===== config.mk =====
export PLATFORM = sky130hd
export DESIGN_NAME = csBusCtl
export DESIGN_NICKNAME = d
export VERILOG_FILES = /design/src/rtl/csbus_pkg.sv /design/src/rtl/csbusCtrl.sv /design/src/rtl/csbusData.sv /design/src/rtl/csBusCtl.sv
export SDC_FILE = /design/constraint.sdc
export NUM_CORES = 1
export LEC_CHECK = 0
export ABC_AREA = 0
export CAP_MARGIN = 10
export CORE_ASPECT_RATIO = 0.8
export CORE_MARGIN = 3
export CORE_UTILIZATION = 47
export DETAILED_ROUTE_END_ITERATION = 6
export PLACE_DENSITY = 0.83
export SYNTH_ARGS = -nofsm -noshare
export SYNTH_HDL_FRONTEND = slang
export SYNTH_HIERARCHICAL = 1
export SYNTH_SLANG_ARGS = --single-unit

===== constraint.sdc =====
create_clock -name clk -period 3.5 [get_ports clk]
set_input_delay 0.525 -clock clk [delete_from_list [all_inputs] [get_ports clk]]
set_output_delay 0.525 -clock clk [all_outputs]
set_load 0.05 [all_outputs]

===== src/rtl/csbus_pkg.sv =====
package csbus_pkg;

  typedef enum logic [2:0] {
    PH_IDLE,
    PH_ADDR,
    PH_SETUP,
    PH_STRB,
    PH_RECOV
  } phase_t;

  // strobes handed from control to datapath
  typedef struct packed {
    logic load;
    logic ale;
    logic cs;
    logic oe;
    logic we;
    logic drvData;
    logic ack;
    logic capture;
  } strobe_t;

  // option field positions inside one bank slice
  localparam int SETUP_LSB = 0;
  localparam int XS_BIT    = 2;
  localparam int REL_BIT   = 3;
  localparam int EARLY_BIT = 4;
  localparam int HOLD_BIT  = 5;
  localparam int WAIT_LSB  = 6;

  // idle cycles after a read: turnaround plus programmable hold
  function automatic logic [3:0] holdCycles(input logic rel, input logic ext);
    logic [3:0] res;
    unique case ({rel, ext})
      2'b00:   res = 4'd1;
      2'b01:   res = 4'd2;
      2'b10:   res = 4'd5;
      default: res = 4'd9;
    endcase
    return res;
  endfunction

endpackage


===== src/rtl/csbusCtrl.sv =====
module csbusCtrl
  import csbus_pkg::*;
#(
  parameter int NUM_BANKS = 4,
  parameter int WAIT_W    = 4,
  localparam int BANK_W   = (NUM_BANKS > 1) ? $clog2(NUM_BANKS) : 1,
  localparam int CFG_W    = WAIT_W + 6,
  localparam int CNT_W    = WAIT_W + 2
) (
  input  logic                       clk,
  input  logic                       rstN,
  input  logic                       reqValid,
  input  logic                       reqWrite,
  input  logic [BANK_W-1:0]          reqBank,
  input  logic [NUM_BANKS*CFG_W-1:0] bankCfg,
  output logic                       reqReady,
  output strobe_t                    stb
);

  logic [CFG_W-1:0] cfgArr [NUM_BANKS];

  for (genvar b = 0; b < NUM_BANKS; b++) begin : g_slice
    assign cfgArr[b] = bankCfg[b*CFG_W +: CFG_W];
  end

  logic [CFG_W-1:0]  selCfg;
  logic [1:0]        fSetup;
  logic              fXs, fRel, fEarly, fHold;
  logic [WAIT_W-1:0] fWait;

  assign selCfg = cfgArr[reqBank];
  assign fSetup = selCfg[SETUP_LSB +: 2];
  assign fXs    = selCfg[XS_BIT];
  assign fRel   = selCfg[REL_BIT];
  assign fEarly = selCfg[EARLY_BIT];
  assign fHold  = selCfg[HOLD_BIT];
  assign fWait  = selCfg[WAIT_LSB +: WAIT_W];

  // timing derived from the selected options at acceptance
  logic [2:0]       nCsDly;
  logic             nOeDly;
  logic [CNT_W-1:0] nWaitEff, nWeEnd, nLast;

  assign nCsDly   = {1'b0, fSetup} + {2'b00, fRel};
  assign nOeDly   = !(fXs && fSetup[1]);
  assign nWaitEff = fRel ? {1'b0, fWait, 1'b0} : {2'b00, fWait};
  assign nWeEnd   = nWaitEff + CNT_W'(nOeDly) + CNT_W'(1);
  assign nLast    = nWeEnd - CNT_W'(1) + CNT_W'(reqWrite && fEarly);

  phase_t           phase;
  logic [CNT_W-1:0] cnt;
  logic             isRd;
  logic [2:0]       csDly;
  logic             oeDly;
  logic [CNT_W-1:0] weEnd, strbLast;
  logic [3:0]       holdLast;
  logic             accept;

  assign accept   = reqValid && (phase == PH_IDLE);
  assign reqReady = (phase == PH_IDLE);

  always_ff @(posedge clk) begin
    if (!rstN) begin
      phase    <= PH_IDLE;
      cnt      <= '0;
      isRd     <= 1'b0;
      csDly    <= '0;
      oeDly    <= 1'b1;
      weEnd    <= '0;
      strbLast <= '0;
      holdLast <= '0;
    end else begin
      unique case (phase)
        PH_IDLE: begin
          if (accept) begin
            phase    <= PH_ADDR;
            cnt      <= '0;
            isRd     <= !reqWrite;
            csDly    <= nCsDly;
            oeDly    <= nOeDly;
            weEnd    <= nWeEnd;
            strbLast <= nLast;
            holdLast <= holdCycles(fRel, fHold) - 4'd1;
          end
        end
        PH_ADDR: begin
          cnt   <= '0;
          phase <= (csDly == 3'd0) ? PH_STRB : PH_SETUP;
        end
        PH_SETUP: begin
          if (int'(cnt) == int'(csDly) - 1) begin
            cnt   <= '0;
            phase <= PH_STRB;
          end else begin
            cnt <= cnt + CNT_W'(1);
          end
        end
        PH_STRB: begin
          if (cnt == strbLast) begin
            cnt   <= '0;
            phase <= isRd ? PH_RECOV : PH_IDLE;
          end else begin
            cnt <= cnt + CNT_W'(1);
          end
        end
        PH_RECOV: begin
          if (int'(cnt) == int'(holdLast)) begin
            cnt   <= '0;
            phase <= PH_IDLE;
          end else begin
            cnt <= cnt + CNT_W'(1);
          end
        end
        default: phase <= PH_IDLE;
      endcase
    end
  end

  always_comb begin
    stb      = '0;
    stb.load = accept;
    stb.ale  = (phase == PH_ADDR);
    if (phase == PH_STRB) begin
      stb.cs      = 1'b1;
      stb.oe      = isRd && (cnt >= CNT_W'(oeDly));
      stb.we      = !isRd && (cnt >= CNT_W'(oeDly)) && (cnt < weEnd);
      stb.drvData = !isRd;
      stb.ack     = (cnt == strbLast);
      stb.capture = isRd && (cnt == strbLast);
    end
  end

endmodule


===== src/rtl/csbusData.sv =====
module csbusData
  import csbus_pkg::*;
#(
  parameter int NUM_BANKS = 4,
  parameter int BUS_W     = 16,
  localparam int BANK_W   = (NUM_BANKS > 1) ? $clog2(NUM_BANKS) : 1
) (
  input  logic                 clk,
  input  logic                 rstN,
  input  strobe_t              stb,
  input  logic [BANK_W-1:0]    reqBank,
  input  logic [BUS_W-1:0]     reqAddr,
  input  logic [BUS_W-1:0]     reqWdata,
  input  logic [BUS_W-1:0]     busIn,
  output logic [BUS_W-1:0]     busOut,
  output logic                 busDrive,
  output logic                 ale,
  output logic [NUM_BANKS-1:0] csN,
  output logic                 oeN,
  output logic                 weN,
  output logic                 ack,
  output logic [BUS_W-1:0]     rdData
);

  logic [BUS_W-1:0]  addrQ, dataQ, rdQ;
  logic [BANK_W-1:0] bankQ;

  always_ff @(posedge clk) begin
    if (!rstN) begin
      addrQ <= '0;
      dataQ <= '0;
      bankQ <= '0;
      rdQ   <= '0;
    end else begin
      if (stb.load) begin
        addrQ <= reqAddr;
        dataQ <= reqWdata;
        bankQ <= reqBank;
      end
      if (stb.capture) begin
        rdQ <= busIn;
      end
    end
  end

  assign busOut   = stb.ale ? addrQ : (stb.drvData ? dataQ : '0);
  assign busDrive = stb.ale | stb.drvData;
  assign ale      = stb.ale;
  assign oeN      = !stb.oe;
  assign weN      = !stb.we;
  assign ack      = stb.ack;
  assign rdData   = rdQ;

  for (genvar b = 0; b < NUM_BANKS; b++) begin : g_cs
    assign csN[b] = !(stb.cs && (bankQ == BANK_W'(b)));
  end

endmodule


===== src/rtl/csBusCtl.sv =====
module csBusCtl
  import csbus_pkg::*;
#(
  parameter int NUM_BANKS = 4,
  parameter int BUS_W     = 16,
  parameter int WAIT_W    = 4,
  localparam int BANK_W   = (NUM_BANKS > 1) ? $clog2(NUM_BANKS) : 1,
  localparam int CFG_W    = WAIT_W + 6
) (
  input  logic                       clk,
  input  logic                       rstN,
  input  logic                       reqValid,
  output logic                       reqReady,
  input  logic                       reqWrite,
  input  logic [BANK_W-1:0]          reqBank,
  input  logic [BUS_W-1:0]           reqAddr,
  input  logic [BUS_W-1:0]           reqWdata,
  output logic [BUS_W-1:0]           rdData,
  output logic                       ack,
  input  logic [NUM_BANKS*CFG_W-1:0] bankCfg,
  output logic [BUS_W-1:0]           busOut,
  input  logic [BUS_W-1:0]           busIn,
  output logic                       busDrive,
  output logic                       ale,
  output logic [NUM_BANKS-1:0]       csN,
  output logic                       oeN,
  output logic                       weN
);

  strobe_t stb;

  csbusCtrl #(.NUM_BANKS(NUM_BANKS), .WAIT_W(WAIT_W)) ctrlI (
    .clk(clk), .rstN(rstN), .reqValid(reqValid), .reqWrite(reqWrite),
    .reqBank(reqBank), .bankCfg(bankCfg), .reqReady(reqReady), .stb(stb)
  );

  csbusData #(.NUM_BANKS(NUM_BANKS), .BUS_W(BUS_W)) dataI (
    .clk(clk), .rstN(rstN), .stb(stb), .reqBank(reqBank), .reqAddr(reqAddr),
    .reqWdata(reqWdata), .busIn(busIn), .busOut(busOut), .busDrive(busDrive),
    .ale(ale), .csN(csN), .oeN(oeN), .weN(weN), .ack(ack), .rdData(rdData)
  );

endmodule


==> out/metrics.csv <==
stage,metric,value,unit
outcome,status,"finished, final reports clean",
min_path,Worst Hold End,ctrlI/weEnd[1],
synthesis,dominant cells by area after synthesis,"dfxtp_1 (37%), mux2i_1 (13%), nor2b_1 (7.6%)",
sta,RSZ-0062 raised after global routing,false,
cells_and_area,fin nets,701,
min_path,worst min-delay path class,reg -> reg,
sta,min setup slack post-route,0.216,ns
detailed_routing,Via density,5.22,
synthesis,Mapped Nets,569,
cells_and_area,share of cells above drive strength 1,12.1,%
worst_setup_path,cells along the critical path,"inv_1, ha_1, nor4_1, or4_1, a21oi_1, inv_1, clkdlybuf4s50_1",
synthesis,most used flip-flop cell after synthesis,dfxtp_1,
cells_and_area,area grow syn2layout,40.1,%
synthesis,"Warnings, synthesis",6,
synthesis,post-synthesis sequential area ratio,37.0,%
sta,Max transition margin,45.1,%
worst_setup_path,slowest CP cell,clkdlybuf4s50_1,
worst_setup_path,CP required,2.97,ns
cts,H-tree levels,3,
detailed_routing,WL met2,5.44,mm
die,die width,113,um
synthesis,instance count of the mapped netlist,460,
grt,largest net degree at the start of global routing,56,
min_path,hold-critical path depth,2,
sta,Final period util,93.8,%
grt,gr ovfl total,0,
cts,"Reg clk slew, reported paths",0.06,ns
sta,setup violators final,0,
placed_design,post-place setup slack,-0.0566,ns
power_and_ir_drop,power density cells,496,mW/mm^2
cts,# hold bufs at CTS,0,
die,Vert. Die Dim,91.2,um
detailed_routing,Metal-1 WL,5.08,mm
placed_design,placed instance area,0.00566,sq mm
die,# rows,30,
worst_setup_path,Crit path largest cell delay,0.79,ns
detailed_routing,ANT nets after route,0,
worst_setup_path,Crit. End Element,primary output,
power_and_ir_drop,Max IR drop VDD,0.000262,V
synthesis,share of the synthesized area in the top cell type,37.0,%
die,total I/O pin count,136,
detailed_routing,iteration-0 DRC count of the detailed router,227,
grt,total track usage,22.2,%
cts,clock tree buffer depth,2,
power_and_ir_drop,Pwr Total,2.97,mW
cts,"Clk Latency, worst-skew pair",0.33,ns
synthesis,number of synthesized flops with an enable pin,0,
placed_design,IO buf count,135,
synthesis,Netlist cell types,49,
power_and_ir_drop,P_leak,2.24,nW
detailed_routing,routed wl met3,677,um
sta,Slew @ Worst Pin,0.823,ns
cells_and_area,diodes inserted,0,
cells_and_area,most frequent cells in the layout,"clkdlybuf4s50_1 (118), dfxtp_1 (79), nand2_1 (62), mux2i_1 (54), nor2b_1 (52)",
sta,min cycle time layout,3.28,ns
grt,number of global-route vias before repair,3780,
cts,clock sink total,79,
worst_setup_path,worst r2r src,ctrlI/csDly[0],
worst_setup_path,data arrival time of the critical path,2.76,ns
run,Max-Cap Viols,0,
cts,TritonCTS Buffers,9,
detailed_routing,Vias,3704,
worst_setup_path,worst reg-to-reg path cell count,9,
cells_and_area,Final Cell Area,0.00598,sq mm
synthesis,Post-synth ARST share,0,%
synthesis,mapped cell area,0.00427,sq mm
sta,fmax,304,MHz
worst_setup_path,Startpoint Class,flip-flop,
detailed_routing,Avg WL per Cell,16.0,um
sta,worst clock skew,0.00971,ns
cts,PostCTS Resize Cnt,0,
die,die area,0.0103,sq mm
sta,Final Hold Viols,0,
synthesis,largest area contributor in the netlist,dfxtp_1,
worst_setup_path,FF-to-FF End,ctrlI/phase[0],
cells_and_area,"most common cell after layout, fill and taps aside",clkdlybuf4s50_1,
die,Initial Util,49.2,%
detailed_routing,drt total wl,11.3,mm
min_path,hold wc startpoint,ctrlI/weEnd[1],
detailed_routing,Top Layer Used,met4,
worst_setup_path,crit-path most repeated cell,inv_1,
synthesis,Yosys reg bits,79,
detailed_routing,Residual DRC,0,
synthesis,syn_area_per_cell,9.28,sq um
cts,Post-CTS Setup Bufs,0,
sta,worst hold margin,0.459,ns
worst_setup_path,Worst Path Max Fanout,10,
detailed_routing,DRT Pass-1 Iters,4,
sta,Slew Limit Fails,0,
cts,TritonCTS clock tree,done,
placed_design,hpwl dp,8.34,mm
worst_setup_path,Crit Path Class,reg -> out,
cts,Root Buffer,clkbuf_16,
placed_design,GPL Wtd Cong,0.846,
worst_setup_path,"setup slack, reg-to-reg",0.80,ns
grt,initial antenna violation count,0,
grt,first-pass GRT wire length,18.5,mm
die,core area,0.00867,sq mm
-- power by group --
part           switching (mW)  total (mW)  internal [mW]
Clock                   0.374        1.00          0.630
Sequential             0.0718        1.06          0.990
Combinational           0.480       0.902          0.422
-- area by class of cell --
| type | count | area, sq um |
|---|---|---|
| timing repair buffer | 153 | 1470 |
| clock inverter | 6 | 92.6 |
| multi-input combinational | 331 | 2400 |
| sequential | 79 | 1580 |
| inverter | 18 | 67.6 |
| clock buffer | 10 | 229 |
| fill | 629 | 2690 |
| tap | 112 | 140 |
-- state kept, by name, summed over array words and instances (netlist names) --
| register | count |
|---|---|
| ctrlI/cnt | 6 |
| ctrlI/csDly | 3 |
| ctrlI/holdLast | 3 |
| ctrlI/isRd | 1 |
| ctrlI/oeDly | 1 |
| ctrlI/phase | 3 |
| ctrlI/strbLast | 6 |
| ctrlI/weEnd | 6 |
| dataI/addrQ | 16 |
| dataI/bankQ | 2 |
| dataI/dataQ | 16 |
| dataI/rdData | 16 |
-- Yosys cell counts (all sizes together), types with 2 or more instances --
library cell / number
dfxtp: 79
nand2: 62
mux2i: 54
nor2b: 52
buf: 19
o21ai: 18
a21oi: 17
inv: 17
nor2: 17
ha: 15
clkbuf: 13
mux4: 10
nand3: 9
xnor2: 8
a211oi: 7
xor2: 6
a21o: 5
nand2b: 5
or4: 5
a311oi: 4
nand3b: 4
nor3: 4
nor4: 4
or2: 3
or3: 3
a41oi: 2
mux2: 2
nand4: 2
nor3b: 2
o211ai: 2
or3b: 2
-- critical path, delay by kind of cell, from the launching register on --
| family | cells | cell delay (ns) |
|---|---|---|
| AO/OA/AOI/OAI | 1 | 0.05 |
| AND/OR/NAND/NOR | 2 | 0.51 |
| buffers and inverters | 3 | 0.96 |
| flip-flops | 1 | 0.60 |
| adder cells (fa/ha/maj) | 1 | 0.31 |
-- worst max path at each step --
stage,start,endpoint,slack [ns],depth (start not counted)
after floorplan,ctrlI/phase[2],dataI/addrQ[0],0.31,10
after global placement,reqBank[0],ctrlI/strbLast[4],0.01,10
after detailed placement,reqBank[0],ctrlI/strbLast[4],-0.06,10
after CTS,ctrlI/cnt[0],weN,0.23,7
after global routing,ctrlI/cnt[0],weN,0.06,7
final,ctrlI/cnt[0],weN,0.22,7
-- metal layers --
| metal | global-route usage [%] | up-vias |
|---|---|---|
| li1 | - | 1843 |
| met1 | 28.4 | 1717 |
| met2 | 37.2 | 133 |
| met3 | 6.53 | 11 |
| met4 | 4.20 | 0 |
| met5 | 0 | - |
-- metrics by stage --
stage | setup TNS (ns) | util (%) | instances
floorplan | 0 | - | 460
global placement | 0 | 65.3 | 693
detailed placement | -0.0566 | 65.3 | 693
CTS | 0 | 69.0 | 709
global route | 0 | 69.0 | 709
finish | 0 | 69.0 | 709
-- kinds of logic after synthesis --
logic type / synth area share (%)
simple gates: 21.4
flops: 37.0
xor+xnor: 2.87
buf+inv: 6.92
mux: 18.5
compound gates: 8.91
fa+ha+maj: 4.40
Power figures use the tool's default switching activity.
